`src/rtl/pp_guard_pkg.sv`:
```
package pp_guard_pkg;
   localparam int CAUSE_ILL  = 0;
   localparam int CAUSE_EXT  = 1;
   localparam int CAUSE_CALL = 2;
   localparam int CAUSE_W    = 3;

   typedef enum logic {
      MODE_USER = 1'b0,
      MODE_MON  = 1'b1
   } pp_mode_e;
endpackage

```
`src/rtl/pp_guard_remap.sv`:
```
module pp_guard_remap #(
   parameter int AW       = 12,
   parameter int DCW      = 6,
   parameter bit REMAP_EN = 1'b1
) (
   input  logic          mon,
   input  logic          direct,
   input  logic [AW-1:0] addr_in,
   output logic [AW-1:0] addr_out
);
   localparam int TOPW = AW - DCW;

   if (DCW < 1 || DCW >= AW) begin : g_bad_dcw
      $error("pp_guard_remap: DCW must lie between 1 and AW-1");
   end

   generate
      if (REMAP_EN) begin : g_remap
         always_comb begin
            if (mon && direct)
               addr_out = {{TOPW{1'b1}}, addr_in[DCW-1:0]};
            else
               addr_out = addr_in;
         end
      end else begin : g_pass
         assign addr_out = addr_in;
      end
   endgenerate
endmodule

```
`src/rtl/pp_guard_bound.sv`:
```
module pp_guard_bound #(
   parameter int AW      = 12,
   parameter int BND_RST = 2048
) (
   input  logic          clk,
   input  logic          rst_n,
   input  logic          mon,
   input  logic          we,
   input  logic [AW-1:0] wdata,
   input  logic          acc_valid,
   input  logic [AW-1:0] acc_addr,
   output logic [AW-1:0] bnd,
   output logic          above,
   output logic          acc_ok
);
   localparam logic [AW-1:0] RST_VAL = AW'(BND_RST);

   if (BND_RST < 0 || BND_RST >= (1 << AW)) begin : g_bad_rst
      $error("pp_guard_bound: BND_RST does not fit in AW bits");
   end

   logic [AW-1:0] bnd_q;

   always_ff @(posedge clk) begin
      if (!rst_n)
         bnd_q <= RST_VAL;
      else if (we && mon)
         bnd_q <= wdata;
   end

   assign bnd    = bnd_q;
   assign above  = (acc_addr >= bnd_q);
   assign acc_ok = acc_valid && (mon || !above);

   // boundary is frozen while in user mode
   p_bnd_frozen_r10: assert property (@(posedge clk) disable iff (!rst_n)
      !mon |=> $stable(bnd_q));
endmodule

```
`src/rtl/pp_guard_trap.sv`:
```
module pp_guard_trap
   import pp_guard_pkg::*;
#(
   parameter int AW   = 12,
   parameter int NEVT = 4
) (
   input  logic                    clk,
   input  logic                    rst_n,
   input  logic                    ill,
   input  logic [NEVT-1:0]         evt_in,
   input  logic                    call,
   input  logic                    ret,
   input  logic [AW-1:0]           pc_in,
   input  logic [AW-1:0]           bnd,
   output logic                    mon,
   output logic                    redir_valid,
   output logic [AW-1:0]           redir_target,
   output logic                    save_we,
   output logic [AW-1:0]           save_addr,
   output logic [AW-1:0]           save_data,
   output logic [CAUSE_W+NEVT-1:0] status
);
   localparam int SW = CAUSE_W + NEVT;

   if (NEVT < 1) begin : g_bad_nevt
      $error("pp_guard_trap: NEVT must be at least 1");
   end

   pp_mode_e        mode_q;
   logic [NEVT-1:0] pend_q;
   logic [SW-1:0]   stat_q;
   logic [NEVT-1:0] evt_all;
   logic            user;
   logic            trap;
   logic [CAUSE_W-1:0] cause;

   assign user    = (mode_q == MODE_USER);
   assign evt_all = pend_q | evt_in;
   assign trap    = user && (ill || (|evt_all) || call);

   always_comb begin
      cause             = '0;
      cause[CAUSE_ILL]  = ill;
      cause[CAUSE_EXT]  = |evt_all;
      cause[CAUSE_CALL] = call;
   end

   always_ff @(posedge clk) begin
      if (!rst_n) begin
         mode_q <= MODE_MON;
         pend_q <= '0;
         stat_q <= '0;
      end else if (trap) begin
         mode_q <= MODE_MON;
         pend_q <= '0;
         stat_q <= {evt_all, cause};
      end else if (mode_q == MODE_MON) begin
         pend_q <= evt_all;
         if (ret) begin
            mode_q <= MODE_USER;
            stat_q <= '0;
         end
      end
   end

   assign mon          = (mode_q == MODE_MON);
   assign redir_valid  = trap;
   assign redir_target = bnd + 1'b1;
   assign save_we      = trap;
   assign save_addr    = bnd;
   assign save_data    = pc_in;
   assign status       = stat_q;

   // a redirect always lands in monitor mode
   p_trap_to_mon_r5: assert property (@(posedge clk) disable iff (!rst_n)
      redir_valid |=> mon);
   // no redirect is ever taken in monitor mode
   p_mon_no_redir_r8: assert property (@(posedge clk) disable iff (!rst_n)
      mon |-> !redir_valid);
   // a return clears status and leaves monitor mode
   p_ret_clears_r9: assert property (@(posedge clk) disable iff (!rst_n)
      (mon && ret) |=> (!mon && status == '0));
   // any redirect records at least one cause
   p_cause_set_r5: assert property (@(posedge clk) disable iff (!rst_n)
      redir_valid |=> (status[CAUSE_W-1:0] != '0));
endmodule

```
`src/rtl/pp_guard.sv`:
```
module pp_guard
   import pp_guard_pkg::*;
#(
   parameter int AW       = 12,
   parameter int DCW      = 6,
   parameter int NEVT     = 4,
   parameter int BND_RST  = 2048,
   parameter bit REMAP_EN = 1'b1
) (
   input  logic                    clk,
   input  logic                    rst_n,
   input  logic                    acc_valid,
   input  logic [AW-1:0]           acc_addr,
   input  logic                    acc_direct,
   input  logic                    io_instr,
   input  logic [NEVT-1:0]         evt_in,
   input  logic                    user_call,
   input  logic                    ret_req,
   input  logic [AW-1:0]           pc_in,
   input  logic                    bnd_we,
   input  logic [AW-1:0]           bnd_wdata,
   output logic [AW-1:0]           mem_addr,
   output logic                    acc_ok,
   output logic                    redir_valid,
   output logic [AW-1:0]           redir_target,
   output logic                    save_we,
   output logic [AW-1:0]           save_addr,
   output logic [AW-1:0]           save_data,
   output logic                    mode_mon,
   output logic [CAUSE_W+NEVT-1:0] status
);
   logic          mon;
   logic [AW-1:0] bnd;
   logic          above;
   logic          ill;

   pp_guard_remap #(.AW(AW), .DCW(DCW), .REMAP_EN(REMAP_EN)) u_remap (
      .mon      (mon),
      .direct   (acc_direct),
      .addr_in  (acc_addr),
      .addr_out (mem_addr)
   );

   pp_guard_bound #(.AW(AW), .BND_RST(BND_RST)) u_bound (
      .clk       (clk),
      .rst_n     (rst_n),
      .mon       (mon),
      .we        (bnd_we),
      .wdata     (bnd_wdata),
      .acc_valid (acc_valid),
      .acc_addr  (acc_addr),
      .bnd       (bnd),
      .above     (above),
      .acc_ok    (acc_ok)
   );

   assign ill = (acc_valid && above) || io_instr;

   pp_guard_trap #(.AW(AW), .NEVT(NEVT)) u_trap (
      .clk          (clk),
      .rst_n        (rst_n),
      .ill          (ill),
      .evt_in       (evt_in),
      .call         (user_call),
      .ret          (ret_req),
      .pc_in        (pc_in),
      .bnd          (bnd),
      .mon          (mon),
      .redir_valid  (redir_valid),
      .redir_target (redir_target),
      .save_we      (save_we),
      .save_addr    (save_addr),
      .save_data    (save_data),
      .status       (status)
   );

   assign mode_mon = mon;

   // user mode never moves an address
   p_user_plain_r3: assert property (@(posedge clk) disable iff (!rst_n)
      !mode_mon |-> (mem_addr == acc_addr));
   // protected words are refused to user accesses
   p_user_deny_r4: assert property (@(posedge clk) disable iff (!rst_n)
      (acc_valid && !mode_mon && acc_addr >= bnd) |-> (!acc_ok && redir_valid));
   // remapped direct cells land on the top page
   generate
      if (REMAP_EN) begin : g_chk_remap
         p_mon_top_page_r2: assert property (@(posedge clk) disable iff (!rst_n)
            (mode_mon && acc_direct) |-> (&mem_addr[AW-1:DCW]));
      end
   endgenerate
endmodule

```
`config.mk`:
```
export PLATFORM = sky130hd
export DESIGN_NAME = pp_guard
export DESIGN_NICKNAME = d
export VERILOG_FILES = /design/src/rtl/pp_guard_pkg.sv /design/src/rtl/pp_guard_remap.sv /design/src/rtl/pp_guard_bound.sv /design/src/rtl/pp_guard_trap.sv /design/src/rtl/pp_guard.sv
export SDC_FILE = /design/constraint.sdc
export NUM_CORES = 1
export LEC_CHECK = 0
export ABC_AREA = 1
export BUFFER_PORTS_ARGS = -buffer_cell sky130_fd_sc_hd__buf_2
export CORE_MARGIN = 2
export CORE_UTILIZATION = 42
export CTS_CLUSTER_SIZE = 40
export DETAILED_ROUTE_END_ITERATION = 8
export GPL_ROUTABILITY_DRIVEN = 1
export PLACE_DENSITY = 0.79
export SLEW_MARGIN = 20
export SYNTH_ARGS = -nofsm -noshare
export SYNTH_HDL_FRONTEND = slang
export SYNTH_SLANG_ARGS = --single-unit
export TNS_END_PERCENT = 1
```
`constraint.sdc`:
```
create_clock -name clk -period 2.01 [get_ports clk]
set_input_delay 0.402 -clock clk [delete_from_list [all_inputs] [get_ports clk]]
set_output_delay 0.402 -clock clk [all_outputs]
set_load 0.01 [all_outputs]
```
== After elaboration in Yosys (flattened, before gate mapping) ==
Index checks and enable logic that the tools add are counted.

* Bits in registers: 24
* Input port bits: 48
* Output and inout port bits: 59
* Word-level logic and storage cells: 30

* Add/sub/neg operators: 1
* $lt $le $gt $ge: 1
* Mux-type cells: 6
* Bitwise operators: 3
* Reduce and logical (&&, ||, !) cells: 15

{| class="wikitable"
|+ Operator list
! kind !! number
|-
| two-way mux 7 bit || 3
|-
| adder 12 x 1 -> 12 bit (second input constant) || 1
|-
| >= comparator 12 bit || 1
|-
| two-way mux 12 bit || 1
|-
| logical AND 1 bit || 5
|-
| logical OR 1 bit || 4
|-
| OR 4 bit || 1
|-
| nonzero test 2 bit || 2
|-
| OR reduction 4 bit || 1
|-
| two-way mux 1 bit || 2
|-
| inverter 1 bit || 2
|-
| AND reduction 2 bit || 1
|-
| OR reduction 2 bit || 1
|-
| logical NOT 1 bit || 1
|}

== Depth between registers and ports, before layout ==
* Depth after elaboration: 8
* Gate-level depth with buffers: 15
* Depth with buffers taken out: 15

== By module ==
From an unflattened synthesis, not the netlist that was laid out.

* Cell total of the unflattened synthesis: 250
* Area, all modules: 1783.0 um2

{| class="wikitable"
|+ Modules (own cells, without submodules)
! module !! times used !! cells each !! area an instance (um2) !! sequential area each (um2)
|-
| pp_guard_trap || 1 || 125 || 938.4 || 240.2
|-
| pp_guard_bound || 1 || 103 || 737.0 || 240.2
|-
| pp_guard_remap || 1 || 19 || 96.3 || 0.0
|-
| pp_guard || 1 || 3 || 11.3 || 0.0
|}

== Worst setup path after synthesis ==
No wires, ideal clock.

* Path kind: register to output
* Start: register u_bound.bnd_q[9] (netlist: u_bound.bnd[9])
* End: output save_we
* Data arrival time: 1619 ps
* Required time: 1608 ps
* Setup slack: -11 ps
* Stages on the path, launching flop included: 14
* Buffers on the path: 1
* Cell sequence: dfxtp_1 > inv_1 > ha_1 > nand2_1 > nor2_1 > inv_1 > nor2_1 > nand2_1 > nand2_1 > nand2_1 > nand2_1 > nand2_1 > nand2_2 > buf_4

* Longest elaborated chain between the ends: 6

{| class="wikitable"
|+ RTL lines
! element !! line !! source
|-
| start: declaration || pp_guard_bound.sv:22 || <nowiki>logic [AW-1:0] bnd_q;</nowiki>
|-
| start signal: assignment || pp_guard_bound.sv:28 || <nowiki>bnd_q <= wdata;</nowiki>
|-
| >= comparator 12 bit || pp_guard_bound.sv:32 || <nowiki>assign above = (acc_addr >= bnd_q);</nowiki>
|-
| logical AND 1 bit || pp_guard.sv:57 || <nowiki>assign ill = (acc_valid && above) || io_instr;</nowiki>
|-
| logical OR 1 bit || pp_guard.sv:57 ||
|-
| logical OR 1 bit (2 in a row) || pp_guard_trap.sv:39 || <nowiki>assign trap = user && (ill || (|evt_all) || call);</nowiki>
|-
| logical AND 1 bit || pp_guard_trap.sv:39 ||
|-
| end: declaration || pp_guard.sv:26 || <nowiki>output logic save_we,</nowiki>
|}

No other way between the ends.

== Worst setup path in the final report ==
* Start: register u_bound.bnd_q[11] (netlist: u_bound.bnd[11])
* End: output redir_valid

* Longest elaborated chain between the ends: 6

{| class="wikitable"
|+ RTL lines
! element !! line !! source
|-
| >= comparator 12 bit || pp_guard_bound.sv:32 ||
|-
| logical AND 1 bit || pp_guard.sv:57 ||
|-
| logical OR 1 bit || pp_guard.sv:57 ||
|-
| logical OR 1 bit (2 in a row) || pp_guard_trap.sv:39 ||
|-
| logical AND 1 bit || pp_guard_trap.sv:39 ||
|-
| end: declaration || pp_guard.sv:24 || <nowiki>output logic redir_valid,</nowiki>
|}

No other way between the ends.

==> results.json <==
{
  "holdCritPathClass": "input pin to flip-flop",
  "die-area_mm2": 0.00430,
  "required_ns": 1.61,
  "final_cell_utilization_of_the_core_pct": 58.2,
  "nNetsFinal": 363,
  "global_route_track_usage_on_met1_pct": 22.4,
  "dpl.cell_count": 344,
  "proportion_of_total_power_due_to_net_switching_pct": 30.0,
  "timing.final.crit_period_ns": 2.18,
  "grt_pass1_wl_mm": 6.33,
  "layout.cells.most_common_list": "sky130_fd_sc_hd__buf_2 (82), sky130_fd_sc_hd__nand2_1 (41), sky130_fd_sc_hd__inv_1 (34), sky130_fd_sc_hd__a21oi_1 (25), sky130_fd_sc_hd__dfxtp_1 (17)",
  "fmax_mhz": 459,
  "busiest_layer": "met2",
  "drv.max_cap_violation_count": 0,
  "ratio_of_total_power_to_cell_area_mw_per_mm2": 646,
  "slew_headroom_pct": 55.9,
  "num_vias": 1610,
  "coreArea_mm2": 0.00366,
  "port_buffers": 82,
  "worst_ep_arrival_time_ns": 1.78,
  "total_negative_setup_slacks_ns": -0.738,
  "floorplan.initialDensity_pct": 43.5,
  "endpoint_kind": "output pin",
  "critical_path.startpoint_type": "flip-flop",
  "dpl_worst_slack_ns": -0.0800,
  "routed_via_density": 4.61,
  "yosysSeqAreaShare_pct": 30.2,
  "cts_max_level": 1,
  "global_route.usage.total_pct": 18.5,
  "grt_util_met2_pct": 34.4,
  "drt_first_iter_violations": 70,
  "post_synth_instance_area_mm2": 0.00159,
  "p_seq_share_pct": 39.4,
  "tightestPinTransition_ns": 0.660,
  "cell_type_contributing_the_most_total_cell_area_after_synthesis": "sky130_fd_sc_hd__dfxtp_1",
  "fp.dieH_um": 65.6,
  "timing.final.max_slew_violations": 0,
  "synth-edff-count": 0,
  "wl_per_cell_um": 11.0,
  "critical_path_class": "flip-flop to output pin",
  "clock_tree_from_tritoncts": "built",
  "worst_setup_hold_path_clk_slew_ns": 0.09,
  "layout_worst_path_cycle_share_pct": 108,
  "place_congestion": 0.853,
  "postLayoutSetupSlackWorst_ns": -0.171,
  "layout.cells.non_filler": 349,
  "setup_viol_count_final": 6,
  "areaGrowthSynthToFinish_pct": 33.9,
  "grt_overflow_total": 0,
  "p_clk_share_pct": 30.6,
  "dieWidth_um": 65.6,
  "insertion_delay_ns": 0.26,
  "numClockSinks": 24,
  "root_buffer": "sky130_fd_sc_hd__clkbuf_8",
  "outcome": "complete, but fails checks",
  "clockBufferDepth": 2,
  "synth_area_per_cell_um2": 7.08,
  "synth_seq_cells": 24,
  "number_of_buffers_created_by_cts": 3,
  "post_synth_inst_count": 225,
  "globalRouteMet3Util_pct": 3.08,
  "synth_top_cells_by_area": "sky130_fd_sc_hd__dfxtp_1 (30%), sky130_fd_sc_hd__ha_1 (10%), sky130_fd_sc_hd__nand2_1 (9.9%), sky130_fd_sc_hd__buf_4 (9.0%), sky130_fd_sc_hd__inv_1 (8.2%)",
  "routed_wl_mm": 3.82,
  "first_global_vias": 1493,
  "largest_net_degree_at_the_start_of_global_routing": 24,
  "postSynth.asyncResetShare_pct": 0,
  "vdd_ir_drop_max_mv": 0.381,
  "synth.lib_cells_used.distinct": 22,
  "final-hold-violation-count": 0,
  "cellLeakagePower_nw": 1.19,
  "critical_path.max_fanout": 3,
  "netlist.area_leader.share_pct": 30.2,
  "firstDrtPassIters": 6,
  "fraction_of_final_layout_cells_with_drive_strength_greater_than_1_pct": 41.5,
  "cts.hold.buffers_added": 0,
  "post-route-drc-count": 0,
  "final_antenna_net_count": 0,
  "mostFrequentLayoutCell": "sky130_fd_sc_hd__buf_2",
  "power.net_switching_mw": 0.414,
  "internal-power_mw": 0.964,
  "net_count_of_the_mapped_netlist": 286,
  "worst_clock_skew_ns": 0.00800,
  "p_comb_share_pct": 30.0,
  "floorplan_row_count": 22,
  "violations": "negative setup slack",
  "antenna-diode-count": 0,
  "synth_flop_cell": "sky130_fd_sc_hd__dfxtp_1",
  "dp_hpwl_mm": 3.12,
  "io_pins": 107,
  "grt_antenna_before_repair": 0,
  "ys.warnings.count": 0,
  "grt_setup_unrepaired": "yes"
}
[registers in the layout, summed over array words and instances, names as in the netlist]
name / flops
u_trap.status: 7
u_trap.pend_q: 4
u_trap.mon: 1
u_bound.bnd: 12
[stage by stage]
step / power [mW] / hold WS (ns) / cell area, µm²
finish: 1.38 / 0.350 / 2130
global route: 1.48 / 0.352 / 2130
CTS: 1.39 / 0.345 / 2100
detailed placement: 0.951 / 0.463 / 2000
global placement: 0.941 / 0.460 / 2000
floorplan: 0.810 / 0.452 / 1590
[critical path: stages, from the launching register on]
cell,delay [ns]
sky130_fd_sc_hd__dfxtp_2,0.33
sky130_fd_sc_hd__inv_1,0.08
sky130_fd_sc_hd__ha_4,0.27
sky130_fd_sc_hd__nand2_1,0.07
sky130_fd_sc_hd__nor2_2,0.10
sky130_fd_sc_hd__inv_1,0.05
sky130_fd_sc_hd__nor2_1,0.09
sky130_fd_sc_hd__nand2_1,0.05
sky130_fd_sc_hd__nand2_1,0.08
sky130_fd_sc_hd__nand2_1,0.07
sky130_fd_sc_hd__nand2_1,0.07
sky130_fd_sc_hd__nand2_2,0.06
sky130_fd_sc_hd__nand2_2,0.07
sky130_fd_sc_hd__buf_2,0.13
[power by group through the flow]
stage | combinational, mW | sequential, mW | clock, mW
floorplan | 0.242 | 0.568 | 0
global placement | 0.391 | 0.550 | 0
detailed placement | 0.399 | 0.552 | 0
CTS | 0.407 | 0.543 | 0.435
global route | 0.470 | 0.550 | 0.457
finish | 0.413 | 0.543 | 0.421
[final timing paths]
path                                     start                       endpoint  slack [ns]  depth (start not counted)
setup / recovery  u_bound.bnd[11]$_SDFFE_PN1P_                    redir_valid       -0.17                         13
hold / removal                         ret_req          u_trap.mon$_SDFF_PP1_        0.35                          2
setup reg to reg  u_bound.bnd[11]$_SDFFE_PN1P_  u_trap.pend_q[1]$_SDFFE_PP0P_        0.13                         14
hold reg to reg    u_bound.bnd[3]$_SDFFE_PN0P_    u_bound.bnd[3]$_SDFFE_PN0P_        0.48                          2
[cells by family (layout without fill, tap and decap cells)]
logic type	count (synthesis)	in the layout	synth area share [%]
xor gates and xnor gates	10	10	5.50
DFF	24	24	30.2
and+or+nand+nor	77	77	22.3
adders and majority gates	13	13	10.2
buffers and inverters	62	138	19.1
AOI/OAI and AO/OA	39	39	12.7
[cells in the mapped netlist (all sizes together) (3+ instances only)]
library cell,n
nand2,45
inv,38
a21oi,25
dfxtp,24
buf,19
nand3,14
nor2,14
ha,13
o21ai,11
xor2,10
clkbuf,4
nor3,3
[area by class of cell]
type / instances / area [µm²]
inverter: 39 / 149
tap: 48 / 60.1
clock inverter: 1 / 30.0
sequential: 24 / 492
clock buffer: 3 / 41.3
fill: 369 / 1530
timing repair buffer: 95 / 512
multi-input combinational: 139 / 848
[routing by layer]
metal,wire (µm),vias up
li1,-,842
met1,1660,709
met2,1880,55
met3,257,4
met4,29,0
met5,0,-
[what timing repair did]
| action | CTS | global route |
|---|---|---|
| endpoints found under the setup margin | 9 | 16 |
| resized for setup | 12 | 7 |
| pin swaps | 2 | 3 |
| setup buffers | 0 | 1 |
No activity file was read; power rests on OpenSTA's default activity.
